`src/rtl/dramc_pkg.sv`:
```
package dramc_pkg;

    typedef enum logic [1:0] {
        CMD_NONE = 2'd0,
        CMD_ACT  = 2'd1,
        CMD_COL  = 2'd2,
        CMD_PRE  = 2'd3
    } cmd_e;

    typedef enum logic [2:0] {
        ST_IDLE   = 3'd0,
        ST_CLOSE  = 3'd1,
        ST_OPEN   = 3'd2,
        ST_XFER   = 3'd3,
        ST_RCLOSE = 3'd4,
        ST_ROPEN  = 3'd5,
        ST_RDONE  = 3'd6
    } state_e;

    function automatic logic is_refresh_state(state_e s);
        return (s == ST_RCLOSE) || (s == ST_ROPEN) || (s == ST_RDONE);
    endfunction

endpackage

```
`src/rtl/dramc_refresh_timer.sv`:
```
module dramc_refresh_timer #(
    parameter int ROWS         = 4,
    parameter int REF_INTERVAL = 1000000
) (
    input  logic                    clk,
    input  logic                    rst,
    input  logic                    ref_done,
    output logic                    ref_due,
    output logic [$clog2(ROWS)-1:0] ref_row
);
    localparam int CW = $clog2(REF_INTERVAL + 1);

    logic [CW-1:0] tick_q;
    logic [3:0]    wait_q;

    always_ff @(posedge clk) begin
        if (rst) begin
            tick_q  <= '0;
            ref_due <= 1'b0;
            ref_row <= '0;
        end else begin
            if (tick_q == CW'(REF_INTERVAL - 1)) begin
                tick_q  <= '0;
                ref_due <= 1'b1;
            end else begin
                tick_q <= tick_q + 1'b1;
                if (ref_done) ref_due <= 1'b0;
            end
            if (ref_done) ref_row <= ref_row + 1'b1;
        end
    end

    // cycles a pending refresh has waited, to bound service delay
    always_ff @(posedge clk) begin
        if (rst || !ref_due)  wait_q <= '0;
        else if (wait_q != 4'hF) wait_q <= wait_q + 1'b1;
    end

    p_due_served_r9: assert property (@(posedge clk) disable iff (rst)
        ref_due |-> (wait_q < 4'd8));

endmodule

```
`src/rtl/dramc_array.sv`:
```
module dramc_array #(
    parameter int ROW_W  = 2,
    parameter int COL_W  = 2,
    parameter int DATA_W = 8
) (
    input  logic                       clk,
    input  logic                       rst,
    input  dramc_pkg::cmd_e            cmd,
    input  logic [((ROW_W > COL_W) ? ROW_W : COL_W)-1:0] addr,
    input  logic                       we,
    input  logic [DATA_W-1:0]          wdata,
    output logic [DATA_W-1:0]          rdata
);
    import dramc_pkg::*;
    localparam int ROWS = 1 << ROW_W;
    localparam int COLS = 1 << COL_W;
    localparam int CELLS = ROWS * COLS;

    logic [DATA_W-1:0] cells   [CELLS];
    logic [DATA_W-1:0] row_buf [COLS];
    logic              loaded_q;
    logic [ROW_W-1:0]  loaded_row_q;

    always_ff @(posedge clk) begin
        if (rst) begin
            for (int i = 0; i < CELLS; i++) cells[i] <= '0;
            for (int c = 0; c < COLS; c++) row_buf[c] <= '0;
            loaded_q     <= 1'b0;
            loaded_row_q <= '0;
            rdata        <= '0;
        end else begin
            unique case (cmd)
                CMD_ACT: begin
                    for (int c = 0; c < COLS; c++)
                        row_buf[c] <= cells[{addr[ROW_W-1:0], COL_W'(c)}];
                    loaded_q     <= 1'b1;
                    loaded_row_q <= addr[ROW_W-1:0];
                end
                CMD_COL: begin
                    if (we) row_buf[addr[COL_W-1:0]] <= wdata;
                    else    rdata <= row_buf[addr[COL_W-1:0]];
                end
                CMD_PRE: begin
                    for (int c = 0; c < COLS; c++)
                        cells[{loaded_row_q, COL_W'(c)}] <= row_buf[c];
                    loaded_q <= 1'b0;
                end
                default: ;
            endcase
        end
    end

    p_col_needs_row_r3: assert property (@(posedge clk) disable iff (rst)
        (cmd == CMD_COL) |-> loaded_q);
    p_act_needs_close_r5: assert property (@(posedge clk) disable iff (rst)
        (cmd == CMD_ACT) |-> !loaded_q);
    p_pre_needs_row_r7: assert property (@(posedge clk) disable iff (rst)
        (cmd == CMD_PRE) |-> loaded_q);

endmodule

```
`src/rtl/dramc_ctrl.sv`:
```
module dramc_ctrl #(
    parameter int ROW_W  = 2,
    parameter int COL_W  = 2,
    parameter int DATA_W = 8
) (
    input  logic                     clk,
    input  logic                     rst,
    input  logic                     req_valid,
    output logic                     req_ready,
    input  logic                     req_we,
    input  logic [ROW_W+COL_W-1:0]   req_addr,
    input  logic [DATA_W-1:0]        req_wdata,
    output logic                     rsp_valid,
    input  logic                     ref_due,
    input  logic [ROW_W-1:0]         ref_row,
    output logic                     ref_done,
    output dramc_pkg::cmd_e          cmd,
    output logic [((ROW_W > COL_W) ? ROW_W : COL_W)-1:0] addr,
    output logic                     we,
    output logic [DATA_W-1:0]        wdata,
    output logic                     refreshing
);
    import dramc_pkg::*;
    localparam int AW = (ROW_W > COL_W) ? ROW_W : COL_W;

    state_e           state_q;
    logic             q_we;
    logic [ROW_W-1:0] q_row;
    logic [COL_W-1:0] q_col;
    logic [DATA_W-1:0] q_wdata;
    logic             open_vld_q;
    logic [ROW_W-1:0] open_row_q;

    logic [ROW_W-1:0] in_row;
    logic [COL_W-1:0] in_col;
    logic             accept;

    assign in_row    = req_addr[ROW_W+COL_W-1:COL_W];
    assign in_col    = req_addr[COL_W-1:0];
    assign req_ready = (state_q == ST_IDLE) && !ref_due;
    assign accept    = req_valid && req_ready;

    always_ff @(posedge clk) begin
        if (rst) begin
            state_q    <= ST_IDLE;
            q_we       <= 1'b0;
            q_row      <= '0;
            q_col      <= '0;
            q_wdata    <= '0;
            open_vld_q <= 1'b0;
            open_row_q <= '0;
            rsp_valid  <= 1'b0;
        end else begin
            rsp_valid <= (state_q == ST_XFER) && !q_we;
            unique case (state_q)
                ST_IDLE: begin
                    if (ref_due) begin
                        state_q <= open_vld_q ? ST_RCLOSE : ST_ROPEN;
                    end else if (req_valid) begin
                        q_we    <= req_we;
                        q_row   <= in_row;
                        q_col   <= in_col;
                        q_wdata <= req_wdata;
                        if (open_vld_q && open_row_q == in_row) state_q <= ST_XFER;
                        else if (open_vld_q)                    state_q <= ST_CLOSE;
                        else                                    state_q <= ST_OPEN;
                    end
                end
                ST_CLOSE: begin
                    open_vld_q <= 1'b0;
                    state_q    <= ST_OPEN;
                end
                ST_OPEN: begin
                    open_vld_q <= 1'b1;
                    open_row_q <= q_row;
                    state_q    <= ST_XFER;
                end
                ST_XFER:   state_q <= ST_IDLE;
                ST_RCLOSE: begin
                    open_vld_q <= 1'b0;
                    state_q    <= ST_ROPEN;
                end
                ST_ROPEN:  state_q <= ST_RDONE;
                ST_RDONE:  state_q <= ST_IDLE;
                default:   state_q <= ST_IDLE;
            endcase
        end
    end

    always_comb begin
        cmd      = CMD_NONE;
        addr     = '0;
        we       = 1'b0;
        wdata    = q_wdata;
        ref_done = 1'b0;
        unique case (state_q)
            ST_CLOSE, ST_RCLOSE: cmd = CMD_PRE;
            ST_OPEN: begin
                cmd  = CMD_ACT;
                addr = AW'(q_row);
            end
            ST_XFER: begin
                cmd  = CMD_COL;
                addr = AW'(q_col);
                we   = q_we;
            end
            ST_ROPEN: begin
                cmd  = CMD_ACT;
                addr = AW'(ref_row);
            end
            ST_RDONE: begin
                cmd      = CMD_PRE;
                ref_done = 1'b1;
            end
            default: ;
        endcase
    end

    assign refreshing = is_refresh_state(state_q);

    p_busy_not_ready_r8: assert property (@(posedge clk) disable iff (rst)
        (state_q != ST_IDLE) |-> !req_ready);
    p_hit_skip_row_r4: assert property (@(posedge clk) disable iff (rst)
        (accept && open_vld_q && open_row_q == in_row) |=> (cmd == CMD_COL));
    p_miss_opens_r3: assert property (@(posedge clk) disable iff (rst)
        (accept && !open_vld_q) |=> (cmd == CMD_ACT && addr == AW'($past(in_row))));
    p_refresh_closes_r10: assert property (@(posedge clk) disable iff (rst)
        (state_q == ST_RDONE) |=> !open_vld_q);
    p_rsp_after_col_r6: assert property (@(posedge clk) disable iff (rst)
        rsp_valid |-> ($past(cmd) == CMD_COL && !$past(we)));

endmodule

```
`src/rtl/dramc_top.sv`:
```
module dramc_top #(
    parameter int ROW_W        = 2,
    parameter int COL_W        = 2,
    parameter int DATA_W       = 8,
    parameter int REF_INTERVAL = 1000000,
    localparam int AW          = (ROW_W > COL_W) ? ROW_W : COL_W
) (
    input  logic                   clk,
    input  logic                   rst,
    input  logic                   req_valid,
    output logic                   req_ready,
    input  logic                   req_we,
    input  logic [ROW_W+COL_W-1:0] req_addr,
    input  logic [DATA_W-1:0]      req_wdata,
    output logic                   rsp_valid,
    output logic [DATA_W-1:0]      rsp_rdata,
    output logic                   mem_ras,
    output logic                   mem_cas,
    output logic                   mem_pre,
    output logic [AW-1:0]          mem_addr,
    output logic                   mem_refresh
);
    import dramc_pkg::*;
    localparam int ROWS = 1 << ROW_W;

    logic              ref_due, ref_done;
    logic [ROW_W-1:0]  ref_row;
    cmd_e              cmd;
    logic              arr_we;
    logic [DATA_W-1:0] arr_wdata;

    dramc_refresh_timer #(.ROWS(ROWS), .REF_INTERVAL(REF_INTERVAL)) u_timer (
        .clk(clk), .rst(rst), .ref_done(ref_done),
        .ref_due(ref_due), .ref_row(ref_row)
    );

    dramc_ctrl #(.ROW_W(ROW_W), .COL_W(COL_W), .DATA_W(DATA_W)) u_ctrl (
        .clk(clk), .rst(rst),
        .req_valid(req_valid), .req_ready(req_ready), .req_we(req_we),
        .req_addr(req_addr), .req_wdata(req_wdata), .rsp_valid(rsp_valid),
        .ref_due(ref_due), .ref_row(ref_row), .ref_done(ref_done),
        .cmd(cmd), .addr(mem_addr), .we(arr_we), .wdata(arr_wdata),
        .refreshing(mem_refresh)
    );

    dramc_array #(.ROW_W(ROW_W), .COL_W(COL_W), .DATA_W(DATA_W)) u_array (
        .clk(clk), .rst(rst), .cmd(cmd), .addr(mem_addr),
        .we(arr_we), .wdata(arr_wdata), .rdata(rsp_rdata)
    );

    assign mem_ras = (cmd == CMD_ACT);
    assign mem_cas = (cmd == CMD_COL);
    assign mem_pre = (cmd == CMD_PRE);

    p_one_strobe_r11: assert property (@(posedge clk) disable iff (rst)
        $onehot0({mem_ras, mem_cas, mem_pre}));

endmodule

```
`config.mk`:
```
export PLATFORM = sky130hd
export DESIGN_NAME = dramc_top
export DESIGN_NICKNAME = d
export VERILOG_FILES = /design/src/rtl/dramc_pkg.sv /design/src/rtl/dramc_refresh_timer.sv /design/src/rtl/dramc_array.sv /design/src/rtl/dramc_ctrl.sv /design/src/rtl/dramc_top.sv
export SDC_FILE = /design/constraint.sdc
export NUM_CORES = 1
export LEC_CHECK = 0
export BUFFER_PORTS_ARGS = -buffer_cell sky130_fd_sc_hd__buf_2
export CELL_PAD_IN_SITES_DETAIL_PLACEMENT = 2
export CELL_PAD_IN_SITES_GLOBAL_PLACEMENT = 2
export CORE_UTILIZATION = 34
export CTS_BUF_LIST = sky130_fd_sc_hd__clkbuf_2 sky130_fd_sc_hd__clkbuf_4 sky130_fd_sc_hd__clkbuf_8
export CTS_CLUSTER_DIAMETER = 30
export CTS_CLUSTER_SIZE = 25
export DETAILED_ROUTE_END_ITERATION = 6
export HOLD_SLACK_MARGIN = 0.15
export PLACE_DENSITY_LB_ADDON = 0.1
export SETUP_SLACK_MARGIN = 0.5
export SYNTH_ARGS = -nofsm -noshare
export SYNTH_HDL_FRONTEND = slang
export SYNTH_SLANG_ARGS = --single-unit
```
`constraint.sdc`:
```
create_clock -name clk -period 7.1 [get_ports clk]
set_clock_uncertainty 0.05 [all_clocks]
set_input_delay 0 -clock clk [delete_from_list [all_inputs] [get_ports clk]]
set_output_delay 0 -clock clk [all_outputs]
set_load 0.05 [all_outputs]
```
==> flow_summary.ini, run 1 <==
[critical_path]
crit_arrival_ps = 3720
crit_slowest_cell = dfxtp_1
cp-start-kind = flip-flop
slowest_delay_ps = 880
critPathMaxFanout = 60
cp_num_buf_inv = 3
crit_path_cell_trace = nor2b_1 -> a21oi_4 -> buf_4 -> inv_2 -> buf_2
cpLargestDelayFamily = buffers and inverters
critPathKind = flip-flop to output port
required_ps = 7050
cp-end-kind = output port

[route]
num_vias = 7262
antenna_left = 0
wirelength_um = 32100
drt_first_pass_iters = 4
wl_per_cell_um = 24.2
drt_iter0_markers = 378
drc = 0
viasPerCell = 5.47

[placed_design]
place_ws_ps = 3380
port_buffers = 31
hpwl_um = 19000
gp_congestion = 0.760

[timing]
slew_violations = 0
worstMarginPinSlew_ps = 1170
fin_crit_ps = 3770
rsz0062_at_grt = no
period_share_pct = 53.2
hold_ws_ps = 435
fin_ws_ps = 3330
finalHoldViolCount = 0
relSlewSlack_pct = 21.4
setup_tns_ps = 0
setup_viol_count_final = 0
fmax_mhz = 265

[cts]
cts_buffer_depth = 3
cts-resized-gates = 0
numClockSinks = 213
numCtsBuffers = 57
cts_tree = yes
root_buffer = clkbuf_8
postCtsSetupBuffers = 0
clock_latency_ps = 580
hold_buffers = 44
path_clk_slew_ps = 60
htree_levels = 2

[global_routing]
overflow = 0
antenna_found_initial = 0
grt_pass1_wl_um = 49800
grt_max_degree = 69
grtUsageTotal_pct = 23.0
grt_pass1_vias = 8226

[synth]
yosysSeqAreaShare_pct = 60.5
synth_edf_count = 160
yosysUniqueCellTypes = 54
ys.flop_type = edfxtp_1
synth_seq_cells = 213
syn-mean-instance-area_sq_um = 11.9
ys_warn_count = 0
async_reset_ff_share_pct = 0
synth_area_sq_mm = 0.00970
synth_fp_nets = 833
syn_inst = 816

[die]
initial_core_util_pct = 34.7
core-area_sq_mm = 0.0279
die_h_um = 171
die_w_um = 171
fp.dieArea_sq_mm = 0.0292
io_pins = 32
row_count = 61

[pwr]
p_leak_nw = 4.66
power_density_mw_per_mm2 = 307
ir_drop_v = 0.000126

[cells_and_area]
final_net_count = 919
antenna_cells = 0
synthToLayoutAreaGrowth_pct = 24.0
drive_gt1_share_pct = 17.9

[run]
max_cap_violations = 0

[hold_path]
hold_class = flip-flop to flip-flop

[status]
status = finished clean
==> kinds of logic (layout without fill, tap and decap cells) <==
group,count (synthesis),in the layout,share of synthesized area (%)
buffers and inverters,90,224,3.88
XOR/XNOR,15,15,1.35
AND/OR/NAND/NOR,310,310,17.9
flip-flops,213,213,60.5
AO/OA/AOI/OAI,110,110,8.22
multiplexers,77,77,7.97
adder cells (fa/ha/maj),1,1,0.129
==> layer usage <==
metal / vias to the layer above / global-route usage (%) / share of wire, %
li1: 3313 / - / -
met1: 3705 / 30.1 / 44
met2: 199 / 37.5 / 48
met3: 45 / 5.57 / 6.8
met4: 0 / 7.14 / 1.6
met5: - / 0 / 0
==> per-stage QoR <==
stage	cell area, sq um	std cells	power [mW]	util, %
2_1_floorplan	9700	816	1.66	-
3_3_place_gp	10200	1177	1.77	36.5
3_5_place_dp	10200	1177	1.79	36.5
4_1_cts	12000	1328	3.72	43.0
5_1_grt	12000	1328	3.83	43.0
6_report	12000	1328	3.69	43.0
==> cells in the final DEF (no fill, tap or decap), types with 9 or more instances in the layout <==
cell	count
a211oi_1	11
a21oi_1	23
and2_1	64
buf_2	31
buf_4	16
bufinv_16	10
clkbuf_8	63
clkinv_2	13
dfxtp_1	53
dlygate4sd3_1	44
edfxtp_1	160
inv_1	22
mux2i_1	75
nand2_1	43
nand3_1	57
nand3b_1	9
nor2_1	28
nor4_1	68
o211ai_1	16
o221ai_1	32
==> area by class of cell <==
cell class | instances | area, sq um
sequential | 213 | 5870
clock inverter | 36 | 458
fill | 2877 | 15900
timing repair buffer | 91 | 716
multi-input combinational | 513 | 3480
clock buffer | 71 | 927
tap | 378 | 473
inverter | 26 | 97.6
==> cell usage after synthesis (all sizes together), types with 2 or more instances <==
cell type	count	area share (%)
and3	2	0.13
nor4b	3	0.34
a32oi	2	0.18
nand2	43	1.7
o211ai	16	1.2
xor2	8	0.72
a2111oi	2	0.18
and4	2	0.19
buf	18	1.1
inv	24	0.93
o221ai	32	2.9
or3	6	0.39
mux2i	75	7.7
dfxtp	53	11
nand4	2	0.19
nor2	28	1.1
mux2	2	0.23
nand3	57	2.9
o21ai	5	0.26
or2	5	0.32
and2	64	4.1
o31ai	2	0.15
edfxtp	160	50
o22ai	8	0.52
a31o	2	0.18
a211oi	12	0.98
nor4	69	4.5
xnor2	7	0.63
clkinv	2	0.077
nor3b	2	0.15
nand3b	9	0.70
clkbuf	46	1.8
nor2b	4	0.26
a21oi	24	1.2
or4	3	0.23
nor3	6	0.31
==> worst reg2reg max path: cells and delay by family (launching register included) <==
family,cells,cell delay [ps]
AND/OR/NAND/NOR,3,1420
buffers and inverters,2,970
AO/OA/AOI/OAI,1,80
flip-flops,1,880
==> worst paths after layout <==
kind,endpoint,start,depth (start not counted),slack (ps)
worst min register to register,u_timer.tick_q[19],u_timer.tick_q[19],2,440
worst min-delay path,u_timer.tick_q[19],u_timer.tick_q[19],2,440
worst max-delay path,mem_addr[0],u_ctrl.state_q[1],5,3330
worst max register to register,u_array.row_buf[1][1],u_ctrl.state_q[1],6,3350
==> flip-flops by register name (all words and copies together) (netlist names) <==
name and flops:
u_ctrl.q_row 2, u_ctrl.open_vld_q 1, u_ctrl.q_we 1, u_timer.tick_q 20, u_array.row_buf 32, u_ctrl.open_row_q 2
u_ctrl.state_q 3, u_array.loaded_row_q 2, u_array.rdata 8, u_ctrl.rsp_valid 1, u_ctrl.wdata 8, u_timer.ref_due 1
u_timer.ref_row 2, u_ctrl.q_col 2, u_array.cells 128
==> power breakdown <==
group / leakage [nW] / switching (mW) / total (mW) / internal, mW
registers: 2.10 / 0.0672 / 1.48 / 1.41
logic: 1.86 / 0.219 / 0.309 / 0.0896
clock network: 0.703 / 0.665 / 1.90 / 1.23
Power figures use the tool's default switching activity.
==> inputs of run 2 (changes only) <==
Clock period 7.1 ns to 3.7 ns, I/O delays scaled along.
==> run 2 against run 1 <==
  * Register-to-register slack worse by 2500 ps
  * Sequential share of layout area is 0.71 points lower
  * Cell area is 1.5% higher
  * Clock power is 100% higher
  * Routed wire length is 0.18% lower
  * Global-route usage is 0.33 points lower
  * Worst hold slack worse by 10 ps
  * First-iteration DRC count is 5.0% lower
  * Largest power group unchanged
  * Highest routed layer is now met5
==> flow_summary.ini, run 2 (synthesis gave the netlist of run 1 again) <==
[critical_path]
crit_slowest_cell = dfxtp_1
slowest_delay_ps = 670
required_ps = 3650
startpoint = u_ctrl.state_q[1]
cp-end-kind = output port
crit_path_cell_trace = and4b_1 -> a21oi_4 -> inv_2 -> buf_2
ff2ff_path_depth = 5
r2r_slack_ps = 830
r2r-end = u_array.row_buf[2][5]
crit_cells = 4
cpLargestDelayFamily = flip-flops
regToRegStartpoint = u_ctrl.state_q[2]
critPathMaxFanout = 19
crit_arrival_ps = 2860
critPathKind = flip-flop to output port
critPathCapture = mem_addr[0]
cp_num_buf_inv = 2
cp-start-kind = flip-flop

[global_routing]
met1_usage_pct = 28.0
grt_max_degree = 41
grt_pass1_vias = 8362
grt_pass1_wl_um = 49000
busiest_layer = met2
grt_util_met2_pct = 38.7
grtUsageTotal_pct = 22.7
antenna_found_initial = 1
met3_usage_pct = 4.65
overflow = 0

[timing]
fmax_mhz = 344
rsz0062_at_grt = no
setup_tns_ps = 0
worstMarginPinSlew_ps = 866
fin_ws_ps = 793
relSlewSlack_pct = 42.0
finalHoldViolCount = 0
slew_violations = 0
period_share_pct = 78.6
fin_crit_ps = 2910
setup_viol_count_final = 0

[hold_path]
hold_class = flip-flop to flip-flop

[route]
wl_per_cell_um = 24.0
viasPerCell = 5.53
wirelength_um = 32100
drt_first_pass_iters = 4
drc = 0
num_vias = 7377
drt_iter0_markers = 359
antenna_left = 0

[cts]
numCtsBuffers = 56
path_clk_slew_ps = 50
cts_buffer_depth = 3
cts_tree = yes
htree_levels = 2
root_buffer = clkbuf_8
postCtsSetupBuffers = 0
clock_latency_ps = 580
numClockSinks = 213

[die]
row_count = 61
die_w_um = 171
die_h_um = 171
io_pins = 32
core-area_sq_mm = 0.0279
initial_core_util_pct = 34.7
fp.dieArea_sq_mm = 0.0292

[placed_design]
gp_congestion = 0.767
hpwl_um = 19200
place_ws_ps = 734
port_buffers = 31

[cells_and_area]
antenna_cells = 0
synthToLayoutAreaGrowth_pct = 25.8
drive_gt1_share_pct = 18.6
largest_register = u_array.cells
largest_reg_flops = 128
reg_top3 = u_array.cells: 128 flops, u_array.row_buf: 32 flops, u_timer.tick_q: 20 flops
final_net_count = 926
final_cell_mix = 160 x edfxtp_1, 75 x mux2i_1, 68 x nor4_1
final_common_cell = edfxtp_1

[pwr]
ir_drop_v = 0.000307
p_leak_nw = 4.76
power_density_mw_per_mm2 = 599

[run]
max_cap_violations = 0

[status]
status = finished clean
-- run 2: cell count changes in the layout (fill, tap and decap cells not counted), sizes merged --
cell         delta
bufinv          +4
clkinvlp        -5
dlygate4sd3     -3
clkbuf          -2
inv             +1
buf            +11
-- run 2: power by group --
part           total [mW]  internal (mW)  switching [mW]  leakage, nW
clock network        3.87           2.60            1.27        0.744
logic               0.604          0.186           0.418         1.92
registers            2.84           2.71           0.124         2.10
total                7.31           5.49            1.81         4.76
-- run 2: worst min-delay path by stage --
stage                       start                 end  slack (ps)  cells after the start
4_1_cts                       rst  u_timer.ref_row[0]         400                      3
3_3_place_gp         req_wdata[5]     u_ctrl.wdata[5]         210                      3
5_1_grt        u_timer.tick_q[19]  u_timer.tick_q[19]         460                      2
2_1_floorplan         req_addr[1]     u_ctrl.q_col[1]         100                      2
3_5_place_dp         req_wdata[3]     u_ctrl.wdata[3]         220                      3
6_report       u_timer.tick_q[19]  u_timer.tick_q[19]         420                      2
-- run 2: routing by layer --
layer / vias up / wire length [um]
li1: 3330 / -
met1: 3793 / 13800
met2: 174 / 15600
met3: 78 / 1620
met4: 2 / 1050
met5: - / 13
-- run 2: timing repair --
action                     in CTS  in global routing
hold endpoints to repair       24                  0
resized for setup               0                  1
setup endpoints to repair       0                  1
hold buffers                   41                  0
-- run 2: final cells by class --
cell class	instances	area (sq um)
Multi-Input combinational cell	513	3480
Clock buffer	69	900
Fill cell	2850	15700
Tap cell	378	473
Inverter	26	97.6
Clock inverter	36	549
Sequential cell	213	5870
Timing Repair Buffer	99	831
-- run 2: through the flow --
stage	hold WS, ps	total power [mW]	utilization [%]	area, sq um	std cells
after floorplan	97.5	3.18	-	9700	816
after global placement	209	3.40	37.0	10300	1188
after detailed placement	224	3.43	37.0	10300	1188
after CTS	397	7.36	43.7	12200	1334
after global routing	459	7.55	43.7	12200	1334
final	425	7.31	43.7	12200	1334
-- run 2: worst register-to-register path, cell delays in order, from the launching register on --
cell     delay [ps]
dfxtp_1         580
buf_4           270
or3b_1          240
nand2_1         240
nor2_1          630
nand2_1         480
